$ cat src/rtl/lsm_pkg.sv
// Shared definitions for the load/store multiple beat sequencer.
// Assumes byte addressing with 4-byte words.
package lsm_pkg;
    localparam int WORD_BYTES = 4;
    localparam int DWORD_BYTES = 2 * WORD_BYTES;

    // Transfer size carried by one beat.
    typedef enum logic {
        SZ_WORD  = 1'b0,
        SZ_DWORD = 1'b1
    } beat_size_e;
endpackage

$ cat src/rtl/lsm_lowbit.sv
// Finds the lowest set bit of a mask.
// Assumes nothing about the mask; found_o is low for an all-zero mask,
// in which case idx_o is zero.
module lsm_lowbit #(
    parameter int NREG = 16,
    localparam int IDXW = $clog2(NREG)
) (
    input  logic [NREG-1:0] mask_i,
    output logic [IDXW-1:0] idx_o,
    output logic            found_o
);
    // Scan from the top so the lowest set bit is written last.
    always_comb begin
        idx_o   = '0;
        found_o = 1'b0;
        for (int i = NREG - 1; i >= 0; i--) begin
            if (mask_i[i]) begin
                idx_o   = IDXW'(i);
                found_o = 1'b1;
            end
        end
    end
endmodule

$ cat src/rtl/lsm_ready_pipe.sv
// Delays a fire strobe by one of two latencies to flag when the first
// loaded register becomes usable. Overlapping requests are allowed:
// each one sets its own bit in the delay line.
// Assumes 1 <= LAT_FAST <= LAT_SLOW.
module lsm_ready_pipe #(
    parameter int LAT_FAST = 2,
    parameter int LAT_SLOW = 3
) (
    input  logic clk,
    input  logic rst_n,
    input  logic fire_i,
    input  logic fast_i,
    output logic ready_o
);
    localparam int W = LAT_SLOW;

    logic [W-1:0] line_q;
    logic [W-1:0] ins;

    // Pick the insertion slot from the selected latency.
    always_comb begin
        ins = '0;
        if (fire_i) begin
            ins = fast_i ? (W'(1) << (LAT_FAST - 1)) : (W'(1) << (LAT_SLOW - 1));
        end
    end

    // Shift the delay line toward bit 0 each cycle.
    always_ff @(posedge clk) begin
        if (!rst_n) begin
            line_q <= '0;
        end else begin
            line_q <= (line_q >> 1) | ins;
        end
    end

    assign ready_o = line_q[0];
endmodule

$ cat src/rtl/lsm_seq.sv
// Load/store multiple beat sequencer.
// Accepts one request when idle and issues one beat per cycle until every
// register in the mask has been sent. A beat pairs two registers whenever
// its address is 8-byte aligned and two or more registers remain.
// Assumes base_addr_i is word aligned; bits below the word are carried as given.
module lsm_seq #(
    parameter int AW       = 32,
    parameter int NREG     = 16,
    parameter int LAT_FAST = 2,
    parameter int LAT_SLOW = 3,
    localparam int IDXW    = $clog2(NREG)
) (
    input  logic            clk,
    input  logic            rst_n,
    input  logic            start_i,
    input  logic [AW-1:0]   base_addr_i,
    input  logic [NREG-1:0] reg_mask_i,
    input  logic            is_load_i,
    input  logic            fwd_ok_i,
    output logic            busy_o,
    output logic            beat_valid_o,
    output logic [AW-1:0]   beat_addr_o,
    output logic            beat_dword_o,
    output logic [IDXW-1:0] beat_reg0_o,
    output logic [IDXW-1:0] beat_reg1_o,
    output logic            beat_load_o,
    output logic            done_o,
    output logic            err_o,
    output logic            first_ready_o
);
    import lsm_pkg::*;

    localparam int DW_LSB = $clog2(DWORD_BYTES);
    localparam logic [NREG-1:0] ONE = NREG'(1);

    logic [NREG-1:0] rem_q;
    logic [AW-1:0]   addr_q;
    logic            load_q;
    logic            fwd_q;
    logic            first_q;
    logic            done_q;
    logic            err_q;

    logic [IDXW-1:0] idx0, idx1;
    logic            has0, has1;
    logic [NREG-1:0] rest;
    logic [NREG-1:0] clear;
    logic [NREG-1:0] rem_next;
    logic            aligned;
    beat_size_e      size;
    logic            busy;
    logic            take;

    // Lowest remaining register, then the lowest of what is left after it.
    lsm_lowbit #(.NREG(NREG)) u_pick0 (
        .mask_i  (rem_q),
        .idx_o   (idx0),
        .found_o (has0)
    );

    assign rest = rem_q & ~(ONE << idx0);

    lsm_lowbit #(.NREG(NREG)) u_pick1 (
        .mask_i  (rest),
        .idx_o   (idx1),
        .found_o (has1)
    );

    assign busy    = has0;
    assign aligned = (addr_q[DW_LSB-1:0] == '0);
    assign take    = start_i && !busy;

    // Choose the beat size and the registers this beat retires.
    always_comb begin
        size  = (aligned && has1) ? SZ_DWORD : SZ_WORD;
        clear = ONE << idx0;
        if (size == SZ_DWORD) begin
            clear = clear | (ONE << idx1);
        end
        rem_next = rem_q & ~clear;
    end

    // Request capture, beat stepping and completion flags.
    always_ff @(posedge clk) begin
        if (!rst_n) begin
            rem_q   <= '0;
            addr_q  <= '0;
            load_q  <= 1'b0;
            fwd_q   <= 1'b0;
            first_q <= 1'b0;
            done_q  <= 1'b0;
            err_q   <= 1'b0;
        end else begin
            done_q <= 1'b0;
            err_q  <= 1'b0;
            if (take) begin
                rem_q   <= reg_mask_i;
                addr_q  <= base_addr_i;
                load_q  <= is_load_i;
                fwd_q   <= fwd_ok_i;
                first_q <= 1'b1;
                if (reg_mask_i == '0) begin
                    done_q <= 1'b1;
                    err_q  <= 1'b1;
                end
            end else if (busy) begin
                rem_q   <= rem_next;
                addr_q  <= addr_q + ((size == SZ_DWORD) ? AW'(DWORD_BYTES) : AW'(WORD_BYTES));
                first_q <= 1'b0;
                if (rem_next == '0) begin
                    done_q <= 1'b1;
                end
            end
        end
    end

    lsm_ready_pipe #(.LAT_FAST(LAT_FAST), .LAT_SLOW(LAT_SLOW)) u_ready (
        .clk     (clk),
        .rst_n   (rst_n),
        .fire_i  (busy && first_q && load_q),
        .fast_i  (fwd_q),
        .ready_o (first_ready_o)
    );

    assign busy_o       = busy;
    assign beat_valid_o = busy;
    assign beat_addr_o  = addr_q;
    assign beat_dword_o = (size == SZ_DWORD);
    assign beat_reg0_o  = idx0;
    assign beat_reg1_o  = (size == SZ_DWORD) ? idx1 : '0;
    assign beat_load_o  = load_q;
    assign done_o       = done_q;
    assign err_o        = err_q;
endmodule

$ cat config.mk
export PLATFORM = sky130hd
export DESIGN_NAME = lsm_seq
export DESIGN_NICKNAME = d
export VERILOG_FILES = /design/src/rtl/lsm_pkg.sv /design/src/rtl/lsm_lowbit.sv /design/src/rtl/lsm_ready_pipe.sv /design/src/rtl/lsm_seq.sv
export SDC_FILE = /design/constraint.sdc
export NUM_CORES = 1
export LEC_CHECK = 0
export CORE_MARGIN = 10
export CORE_UTILIZATION = 55
export DETAILED_ROUTE_END_ITERATION = 8
export DONT_BUFFER_PORTS = 1
export PLACE_DENSITY = 0.8
export SETUP_SLACK_MARGIN = 0.3
export SKIP_LAST_GASP = 1
export SLEW_MARGIN = 20
export SYNTH_ARGS = -nofsm -noshare
export SYNTH_HDL_FRONTEND = slang
export SYNTH_HIERARCHICAL = 1
export SYNTH_SLANG_ARGS = --single-unit
export TNS_END_PERCENT = 50
$ cat constraint.sdc
create_clock -name clk -period 9.1 [get_ports clk]
set_input_delay 0.91 -clock clk [delete_from_list [all_inputs] [get_ports clk]]
set_output_delay 0.91 -clock clk [all_outputs]
set_load 0.02 [all_outputs]
# After elaboration in Yosys (flattened, before gate mapping)
# Cells that the tools add are included.
[totals] ff_bits=56 in_bits=53 word_cells=107
[op_classes] add_sub_neg=1 shift=2 muxes=80 bitwise_logic=6 reduce_logical=10
[ops] op="$mux 4" n=34
[ops] op="$mux 32" n=2
[ops] op="$mux 16" n=3
[ops] op="$mux 1" n=39
[ops] op="$add 32x4->32" n=1
[ops] op="$and 16x16->16" n=2
[ops] op="$logic_not 16->1" n=2
[ops] op="$not 16->16" n=2
[ops] op="$shl 1x4->16 const A" n=2
[ops] op="$or 16x16->16" n=1
[ops] op="$mux 3" n=2
[ops] op="$logic_and 1x1->1" n=4
[ops] op="$logic_not 3->1" n=1
[ops] op="$or 2x3->3" n=1
[ops] op="$reduce_and 2->1" n=1
[ops] op="$reduce_bool 2->1" n=1
[ops] op="$logic_not 1->1" n=1

# Longest topological paths before layout
# Gate-level depths: netlist (run 1).
[depth] ltp_word=44 ltp_mapped=19 mapped_depth_nobuf=18

# Hierarchy
# Netlist (run 1), hierarchy kept.
[modules_own_cells] module="lsm_seq" instances=1 cells_each=419 area_per_inst_um2=3303.2 seq_area_each_um2=1061.0
[modules_own_cells] module="lsm_lowbit" instances=2 cells_each=33 area_per_inst_um2=178.9 seq_area_each_um2=0.0
[modules_own_cells] module="lsm_ready_pipe" instances=1 cells_each=8 area_per_inst_um2=85.1 seq_area_each_um2=60.1

# Least setup slack after synthesis (run 1)
# No wires, ideal clock.
[synth_timing] path_kind="flip-flop to flip-flop" startpoint="register rem_q[7]" endpoint="register addr_q[19], in the netlist beat_addr_o[19]" setup_ps=74 arrival_time_ps=4523 required_ps=9026 slack_ps=4502 path_stages_with_launch=16 path_buffers=0 synth_period_minus_slack_ps=4598 path_cell_list="dfxtp_1 nor4_2 nor3b_1 or4b_1 and2_1 nor4_2 and3_1 nand4_1 nor4b_4 inv_2 ha_1 a21o_1 nand4_1 or3_1 or3_1 a31oi_1"
[synth_lines] item="from (decl)" line_no="lsm_seq.sv:36" text="logic [NREG-1:0] rem_q;"
[synth_lines] item="from (signal assigned)" line_no="lsm_seq.sv:97" text="rem_q <= reg_mask_i;"
[synth_lines] item="from (signal assigned)" line_no="lsm_seq.sv:107" text="rem_q <= rem_next;"
[synth_lines] item="$mux 4 (8 in series)" line_no="lsm_lowbit.sv:17" text="if (mask_i[i]) begin"
[synth_lines] item="named net beat_reg0_o[3]" line_no="lsm_seq.sv:24" text="output logic [IDXW-1:0] beat_reg0_o,"
[synth_lines] item="$shl 1x4->16" line_no="lsm_seq.sv:61" text="assign rest = rem_q & ~(ONE << idx0);"
[synth_lines] item="$not 16->16" line_no="lsm_seq.sv:61"
[synth_lines] item="$and 16x16->16" line_no="lsm_seq.sv:61"
[synth_lines] item="named net rest[8]" line_no="lsm_seq.sv:46" text="logic [NREG-1:0] rest;"
[synth_lines] item="$mux 1 (9 in series)" line_no="lsm_lowbit.sv:17"
[synth_lines] item="named net has1" line_no="lsm_seq.sv:45" text="logic has0, has1;"
[synth_lines] item="$logic_and 1x1->1" line_no="lsm_seq.sv:75" text="size = (aligned && has1) ? SZ_DWORD : SZ_WORD;"
[synth_lines] item="$mux 1" line_no="lsm_seq.sv:75"
[synth_lines] item="named net beat_dword_o" line_no="lsm_seq.sv:23" text="output logic beat_dword_o,"
[synth_lines] item="$mux 4" line_no="lsm_seq.sv:108" text="addr_q <= addr_q + ((size == SZ_DWORD) ? AW'(DWORD_BYTES) : AW'(WORD_BYTES));"
[synth_lines] item="$add 32x4->32" line_no="lsm_seq.sv:108"
[synth_lines] item="$mux 32" line_no="lsm_seq.sv:106" text="end else if (busy) begin"
[synth_lines] item="$mux 32" line_no="lsm_seq.sv:96" text="if (take) begin"
[synth_lines] item="to (signal assigned)" line_no="lsm_seq.sv:98" text="addr_q <= base_addr_i;"
[synth_lines] item="to (signal assigned)" line_no="lsm_seq.sv:108"
[synth_lines] item="to (decl)" line_no="lsm_seq.sv:37" text="logic [AW-1:0] addr_q;"
# The timed path passes the listed nets, and every way through them passes these cells. The select of a mux whose other input is x is not followed.
# A chain may end at the register's enable or synchronous reset.

# Worst setup path after layout (run 1)
[layout_timing] startpoint="register rem_q[10]" endpoint="register addr_q[26], in the netlist beat_addr_o[26]"
[layout_lines] item="$mux 4 (11 in series)" line_no="lsm_lowbit.sv:17"
[layout_lines] item="named net beat_reg0_o[2]" line_no="lsm_seq.sv:24"
[layout_lines] item="$shl 1x4->16" line_no="lsm_seq.sv:61"
[layout_lines] item="$not 16->16" line_no="lsm_seq.sv:61"
[layout_lines] item="$and 16x16->16" line_no="lsm_seq.sv:61"
[layout_lines] item="named net rest[11]" line_no="lsm_seq.sv:46"
[layout_lines] item="$mux 1 (12 in series)" line_no="lsm_lowbit.sv:17"
[layout_lines] item="named net has1" line_no="lsm_seq.sv:45"
[layout_lines] item="$logic_and 1x1->1" line_no="lsm_seq.sv:75"
[layout_lines] item="$mux 1" line_no="lsm_seq.sv:75"
[layout_lines] item="named net beat_dword_o" line_no="lsm_seq.sv:23"
[layout_lines] item="$mux 4" line_no="lsm_seq.sv:108"
[layout_lines] item="$add 32x4->32" line_no="lsm_seq.sv:108"
[layout_lines] item="$mux 32" line_no="lsm_seq.sv:106"
[layout_lines] item="$mux 32" line_no="lsm_seq.sv:96"
# The timed path passes the listed nets, and every way through them passes these cells. The select of a mux whose other input is x is not followed.

==> flow_metrics.env, run 1 <==
export IMPL_tightest_slew_ns=0.988
export IMPL_detailroute_via_count=3925
export IMPL_cts_buf_count=5
export IMPL_worst_slew_margin_rel_pct=34.2
export IMPL_synth_cells_most_frequent="56 x sky130_fd_sc_hd__dfxtp_1, 45 x sky130_fd_sc_hd__nand2_1, 40 x sky130_fd_sc_hd__nor2_1"
export IMPL_drv_cap=0
export IMPL_crit_path_frequent_cell="sky130_fd_sc_hd__nor4_2"
export IMPL_crit_path_max_fanout=10
export IMPL_path_cells="nor4_2 -> nand2_1 -> a21oi_1 -> nand2b_1 -> o21ai_0 -> inv_1 -> nor4_2 -> and3_1 -> nand4_1 -> nor4b_4 -> ha_1 -> a21o_1 -> nand3_1 -> nor4b_1 -> a311oi_1 -> a211oi_1"
export IMPL_crit_type="reg -> reg"
export IMPL_timing_final_hold_violations=0
export IMPL_route_detailed_vias_per_inst=7.02
export IMPL_wl_per_cell_um=22.7
export IMPL_drt_first_pass_iters=5
export IMPL_cts_htree_levels=2
export IMPL_synth_seq_cells=56
export IMPL_holdBufCountCts=0
export IMPL_async_flop_share_pct=0
export IMPL_cp_num_buf_inv=1
export IMPL_die_h_um=103
export IMPL_worst_ep_required_time_ns=9.33
export IMPL_start_util_pct=55.8
export IMPL_synth_edff_count=0
export IMPL_detail_route_iter0_violations=328
export IMPL_yosysWarningCount=6
export IMPL_status="complete, no violations"
export IMPL_fp_row_count=30
export IMPL_setup_violations_final=0
export IMPL_final_max_slew_viol_count=0
export IMPL_tritoncts="yes"
export IMPL_setup_tns_ns=0
export IMPL_port_buffers=0
export IMPL_peakVddDrop_mv=0.217
export IMPL_grt_total_usage_pct=23.8
export IMPL_timing_hold_ws_ns=0.446
export IMPL_crit_path_top_delay_cell="sky130_fd_sc_hd__a21oi_1"
export IMPL_netlist_area_mm2=0.00375
export IMPL_setup_slack_ns=3.69
export IMPL_netlist_top_cell_by_area="sky130_fd_sc_hd__dfxtp_1"
export IMPL_crit_path_launch_type="register"
export IMPL_critPathMaxStageDelay_ns=0.79
export IMPL_p_leak_nw=1.33
export IMPL_critPathArrivalTime_ns=5.64
export IMPL_synth_net_count=548
export IMPL_dp_cells=551
export IMPL_grt_setup_unrepaired="no"
export IMPL_detail_route_drc_violations=0
export IMPL_wl_mm=12.7
export IMPL_dpl_hpwl_mm=9.52
export IMPL_drive_above_1_share_pct=8.35
export IMPL_worst_skew_pair_late_latency_ns=0.31
export IMPL_cts_num_sinks=56
export IMPL_post_synth_top_count_cell="sky130_fd_sc_hd__dfxtp_1"
export IMPL_global_route_wire_length_before_repair_mm=20.2
export IMPL_num_antenna_cells=0
export IMPL_cts_repair_resize_count=0
export IMPL_synth_area_leaders="sky130_fd_sc_hd__dfxtp_1 30%, sky130_fd_sc_hd__a211oi_1 5.8%, sky130_fd_sc_hd__a21oi_1 4.5%"
export IMPL_synth_seq_area_share_pct=29.9
export IMPL_place_ws_ns=3.71
export IMPL_io_pin_count=100
export IMPL_antenna_violation_net_count_after_detailed_routing=0
export IMPL_largest_delay_share_family_worst_path="simple AND/OR/NAND/NOR gates"
export IMPL_post_dp_cell_area_mm2=0.00378
export IMPL_power_density_normalized_to_cell_area_mw_per_mm2=450
export IMPL_finalCritPeriodShare_pct=59.5
export IMPL_timing_clock_skew_ns=0.0142
export IMPL_synthFlopType="sky130_fd_sc_hd__dfxtp_1"
export IMPL_antenna_found_initial=0
export IMPL_placeableCoreArea_mm2=0.00672
export IMPL_final_period_minus_worst_setup_slack_ns=5.41
export IMPL_clkTransAtPathRegs_ns=0.11
export IMPL_totalPowerFinal_mw=1.75
export IMPL_library_cell_used_as_clock_root_buffer="sky130_fd_sc_hd__clkbuf_8"
export IMPL_synth_cells=493
export IMPL_timing_fmax_mhz=185
export IMPL_ys_types=69
export IMPL_largest_net_degree_at_the_start_of_global_routing=53
export IMPL_final_instance_count_excl_fill=559
export IMPL_cts_setup_buffers=0
export IMPL_finalNetCount=533
export IMPL_end_kind="register"
export IMPL_syn_mean_instance_area_um2=7.60
export IMPL_final_core_utilization_pct=58.0
export IMPL_via_count_of_the_first_global_routing_pass=3740
export IMPL_synth_top_area_share_pct=29.9
export IMPL_globalRouteOverflowTotal=0
export IMPL_areaGrowthSynthToFinish_pct=3.94
export IMPL_holdCritPathClass="reg -> reg"
export IMPL_routabilityCongestion=0.988
export IMPL_max_clock_path_buffers=2
export IMPL_die_w_um=103
export IMPL_die_area_mm2=0.0105
export IMPL_finish_instance_area_mm2=0.00389
final timing paths:
kind | startpoint | endpoint | slack, ns | depth (start not counted)
max | rem_q[10]$_SDFFE_PN0P_ | beat_addr_o[26]$_SDFFE_PN0P_ | 3.69 | 16
min | fwd_q$_SDFFE_PN0P_ | u_ready/line_q[2]$_SDFF_PN0_ | 0.45 | 1
max reg2reg | rem_q[10]$_SDFFE_PN0P_ | beat_addr_o[26]$_SDFFE_PN0P_ | 3.69 | 16
min reg2reg | fwd_q$_SDFFE_PN0P_ | u_ready/line_q[2]$_SDFF_PN0_ | 0.45 | 1
kinds of logic after synthesis:
kind of cell | Yosys count | share of synthesized area, %
flip-flops | 56 | 29.9
AO/OA/AOI/OAI | 169 | 30.5
XOR/XNOR | 3 | 0.702
multiplexers | 10 | 2.81
buffers and inverters | 51 | 5.38
adder cells (fa/ha/maj) | 2 | 0.668
AND/OR/NAND/NOR | 202 | 30.0
sequential cells by signal (all words and copies together), names as in the netlist:
| signal | count |
|---|---|
| beat_addr_o | 32 |
| beat_load_o | 1 |
| done_o | 1 |
| err_o | 1 |
| first_q | 1 |
| fwd_q | 1 |
| rem_q | 16 |
| u_ready/line_q | 3 |
layer usage:
layer / vias to the layer above / share of wire, % / track usage, %
li1: 1835 / - / -
met1: 1846 / 40 / 29.8
met2: 211 / 47 / 38.3
met3: 33 / 9.4 / 6.70
met4: 0 / 3.2 / 8.57
met5: - / 0 / 0
final cells by class:
type | instances | area [µm²]
clock buffers | 6 | 82.6
clock inverters | 2 | 17.5
fillers | 641 | 2830
inverters | 22 | 82.6
multi-input cells | 386 | 2440
flip-flops and latches | 56 | 1120
well taps | 80 | 100
repair buffers | 7 | 52.6
cells in the final DEF (no fill, tap or decap), types with 5 or more instances in the layout:
master                     Yosys  final
sky130_fd_sc_hd__o31a_1        5      5
sky130_fd_sc_hd__nand3_1      12     12
sky130_fd_sc_hd__o211ai_1      5      5
sky130_fd_sc_hd__a22oi_1       5      5
sky130_fd_sc_hd__a31oi_1      12     12
sky130_fd_sc_hd__nand2b_1      6      6
sky130_fd_sc_hd__o21ai_0      32     32
sky130_fd_sc_hd__buf_4         1      7
sky130_fd_sc_hd__mux2i_1       6      6
sky130_fd_sc_hd__dfxtp_1      56     56
sky130_fd_sc_hd__nand2_1      45     45
sky130_fd_sc_hd__nor2b_1      14     13
sky130_fd_sc_hd__and2_1        6      6
sky130_fd_sc_hd__nand4_1       8      8
sky130_fd_sc_hd__nor2_1       40     40
sky130_fd_sc_hd__o21a_1        6      6
sky130_fd_sc_hd__and3_1        7      7
sky130_fd_sc_hd__nor3_1       22     22
sky130_fd_sc_hd__clkbuf_8      0      6
sky130_fd_sc_hd__a311oi_1      7      7
sky130_fd_sc_hd__nor4_1       10     10
sky130_fd_sc_hd__inv_1        21     21
sky130_fd_sc_hd__a21oi_1      34     34
sky130_fd_sc_hd__a211oi_1     29     29
where the power goes:
part | switching, mW | internal [mW] | leakage (nW) | total [mW]
registers | 0.182 | 0.323 | 0.457 | 0.504
clock network | 0.0885 | 0.0641 | 0.0522 | 0.153
logic | 0.737 | 0.358 | 0.816 | 1.09
total | 1.01 | 0.745 | 1.33 | 1.75
(Power assumes the default switching activity.)
==> run 2: changes to the inputs <==
--- a/config.mk
+++ b/config.mk
@@ -9,7 +9,7 @@
 export CORE_UTILIZATION = 55
 export DETAILED_ROUTE_END_ITERATION = 8
 export DONT_BUFFER_PORTS = 1
-export PLACE_DENSITY = 0.8
+export PLACE_DENSITY = 0.83
 export SETUP_SLACK_MARGIN = 0.3
 export SKIP_LAST_GASP = 1
 export SLEW_MARGIN = 20
==> constraint.sdc (replaced) <==
create_clock -name clk -period 4.8 [get_ports clk]
set_input_delay 0.48 -clock clk [delete_from_list [all_inputs] [get_ports clk]]
set_output_delay 0.48 -clock clk [all_outputs]
set_load 0.02 [all_outputs]
==> flow_metrics.env, run 2 (synthesis gave the netlist of run 1 again) <==
export IMPL_final_max_slew_viol_count=0
export IMPL_grt_setup_unrepaired="yes"
export IMPL_detailroute_via_count=4007
export IMPL_finalNetCount=549
export IMPL_p_leak_nw=1.39
export IMPL_grt_total_usage_pct=23.3
export IMPL_crit_path_launch_type="register"
export IMPL_dpl_hpwl_mm=9.47
export IMPL_timing_clock_skew_ns=0.00329
export IMPL_worst_ep_required_time_ns=5.04
export IMPL_setup_tns_ns=0
export IMPL_status="complete, no violations"
export IMPL_clkTransAtPathRegs_ns=0.09
export IMPL_cts_htree_levels=2
export IMPL_holdCritPathClass="in -> reg"
export IMPL_cellInternalPower_mw=1.54
export IMPL_crit_path_max_fanout=7
export IMPL_critPathMaxStageDelay_ns=0.65
export IMPL_p_sw_share_pct=55.8
export IMPL_wl_per_cell_um=21.9
export IMPL_global_route_wire_length_before_repair_mm=19.7
export IMPL_globalRouteOverflowTotal=0
export IMPL_die_w_um=103
export IMPL_wl_met3_mm=1.35
export IMPL_place_ws_ns=0.295
export IMPL_crit_reg2reg_launch="rem_q[15]$_SDFFE_PN0P_"
export IMPL_rr_endpoint="beat_addr_o[19]$_SDFFE_PN0P_"
export IMPL_via_count_of_the_first_global_routing_pass=3705
export IMPL_setup_slack_ns=0.477
export IMPL_tightest_slew_ns=0.785
export IMPL_top_layer="met4"
export IMPL_setup_crit_start="rem_q[15]$_SDFFE_PN0P_"
export IMPL_worst_skew_pair_late_latency_ns=0.31
export IMPL_die_h_um=103
export IMPL_tritoncts="yes"
export IMPL_worst_slew_margin_rel_pct=47.5
export IMPL_die_area_mm2=0.0105
export IMPL_port_buffers=0
export IMPL_antenna_violation_net_count_after_detailed_routing=0
export IMPL_wl_mm=12.5
export IMPL_p_comb_share_pct=65.4
export IMPL_crit_type="reg -> reg"
export IMPL_max_clock_path_buffers=2
export IMPL_io_pin_count=100
export IMPL_mostFrequentLayoutCells="52 x sky130_fd_sc_hd__dfxtp_1, 45 x sky130_fd_sc_hd__nand2_1, 40 x sky130_fd_sc_hd__nor2_1, 34 x sky130_fd_sc_hd__a21oi_1, 29 x sky130_fd_sc_hd__a211oi_1"
export IMPL_setup_violations_final=0
export IMPL_timing_hold_worst_endpoint="u_ready/line_q[2]$_SDFF_PN0_"
export IMPL_drt_first_pass_iters=5
export IMPL_antenna_found_initial=0
export IMPL_library_cell_used_as_clock_root_buffer="sky130_fd_sc_hd__clkbuf_8"
export IMPL_crit_path_top_delay_cell="sky130_fd_sc_hd__or4b_2"
export IMPL_drv_cap=0
export IMPL_start_util_pct=55.8
export IMPL_cp_num_buf_inv=2
export IMPL_critPathArrivalTime_ns=4.57
export IMPL_power_density_normalized_to_cell_area_mw_per_mm2=860
export IMPL_cts_buf_count=5
export IMPL_routabilityCongestion=0.982
export IMPL_final_seq_area_mm2=0.00113
export IMPL_hold_depth=2
export IMPL_timing_final_hold_violations=0
export IMPL_cts_num_sinks=56
export IMPL_mostFrequentLayoutCell="sky130_fd_sc_hd__dfxtp_1"
export IMPL_worstHoldStart="rst_n"
export IMPL_num_antenna_cells=0
export IMPL_areaGrowthSynthToFinish_pct=7.95
export IMPL_end_kind="register"
export IMPL_largest_net_degree_at_the_start_of_global_routing=48
export IMPL_final_fill_count=598
export IMPL_met2WireLength_mm=6.06
export IMPL_holdBufCountCts=0
export IMPL_largest_reg_flops=32
export IMPL_drive_above_1_share_pct=13.6
export IMPL_peakVddDrop_mv=0.339
export IMPL_timing_hold_ws_ns=0.287
export IMPL_finalCritPeriodShare_pct=90.1
export IMPL_detail_route_drc_violations=0
export IMPL_placeableCoreArea_mm2=0.00672
export IMPL_pwr_share_seq_pct=27.7
export IMPL_detail_route_iter0_violations=340
export IMPL_largest_delay_share_family_worst_path="simple AND/OR/NAND/NOR gates"
export IMPL_multi_input_area_mm2=0.00249
export IMPL_clock_power_share_pct=6.9
export IMPL_fp_row_count=30
export IMPL_total_switching_power_mw=1.94
export IMPL_route_detailed_vias_per_inst=7.01
export IMPL_worst_r2r_setup_slack_ns=0.48
export IMPL_path_cells="nor2_1 -> nor3_1 -> o31ai_2 -> a31oi_2 -> buf_4 -> or4b_2 -> nand2_1 -> inv_1 -> nor2_1 -> nand4_1 -> nor4b_4 -> ha_1 -> a21o_4 -> nand4_1 -> or3_4 -> or3_1 -> a31oi_1"
export IMPL_rr_worst_depth=17
export IMPL_routedLengthMet1_mm=4.70
export IMPL_final_period_minus_worst_setup_slack_ns=4.32
export IMPL_timing_fmax_mhz=231
## run 2: routing by layer
metal / up-vias / GRT usage [%]
li1: 1869 / -
met1: 1883 / 26.7
met2: 215 / 39.5
met3: 40 / 7.64
met4: 0 / 8.89
met5: - / 0
## run 2: how the worst max path moves through the flow
stage                                   endpoint  cells past startpoint  slack, ns
detailed placement  beat_addr_o[19]$_SDFFE_PN0P_                     15       0.29
global route        beat_addr_o[26]$_SDFFE_PN0P_                     17       0.18
global placement               done_o$_SDFF_PN0_                     15       0.40
CTS                 beat_addr_o[19]$_SDFFE_PN0P_                     15       0.32
floorplan           beat_addr_o[19]$_SDFFE_PN0P_                     15       0.56
finish              beat_addr_o[19]$_SDFFE_PN0P_                     17       0.48
## run 2: layout make-up
cell class,count,share of cell area (%)
multi-input cells,386,61.7
flip-flops and latches,56,27.8
repair buffers,23,4.27
well taps,80,2.48
inverters,22,2.04
clock buffers,5,1.70
## run 2: timing repair
item / 4_1_cts / 5_1_grt
setup buffers: 0 / 3
setup endpoints to repair: 1 / 17
pin swaps: 0 / 2
gates resized for setup: 1 / 18
## run 2: stage by stage
step           std cells  area (µm²)  utilization [%]  power, mW
2_1_floorplan        493        3750                -       2.47
3_3_place_gp         564        3880             57.8       3.11
3_5_place_dp         564        3880             57.8       3.12
4_1_cts              569        3960             58.9       3.36
5_1_grt              572        4040             60.2       3.73
6_report             572        4040             60.2       3.48
## run 2: power by group through the flow
stage	Combinational [mW]	Sequential, mW	Clock, mW
2_1_floorplan	1.58	0.889	0
3_3_place_gp	2.16	0.957	0
3_5_place_dp	2.15	0.964	0
4_1_cts	2.17	0.953	0.240
5_1_grt	2.48	0.992	0.256
6_report	2.27	0.963	0.240
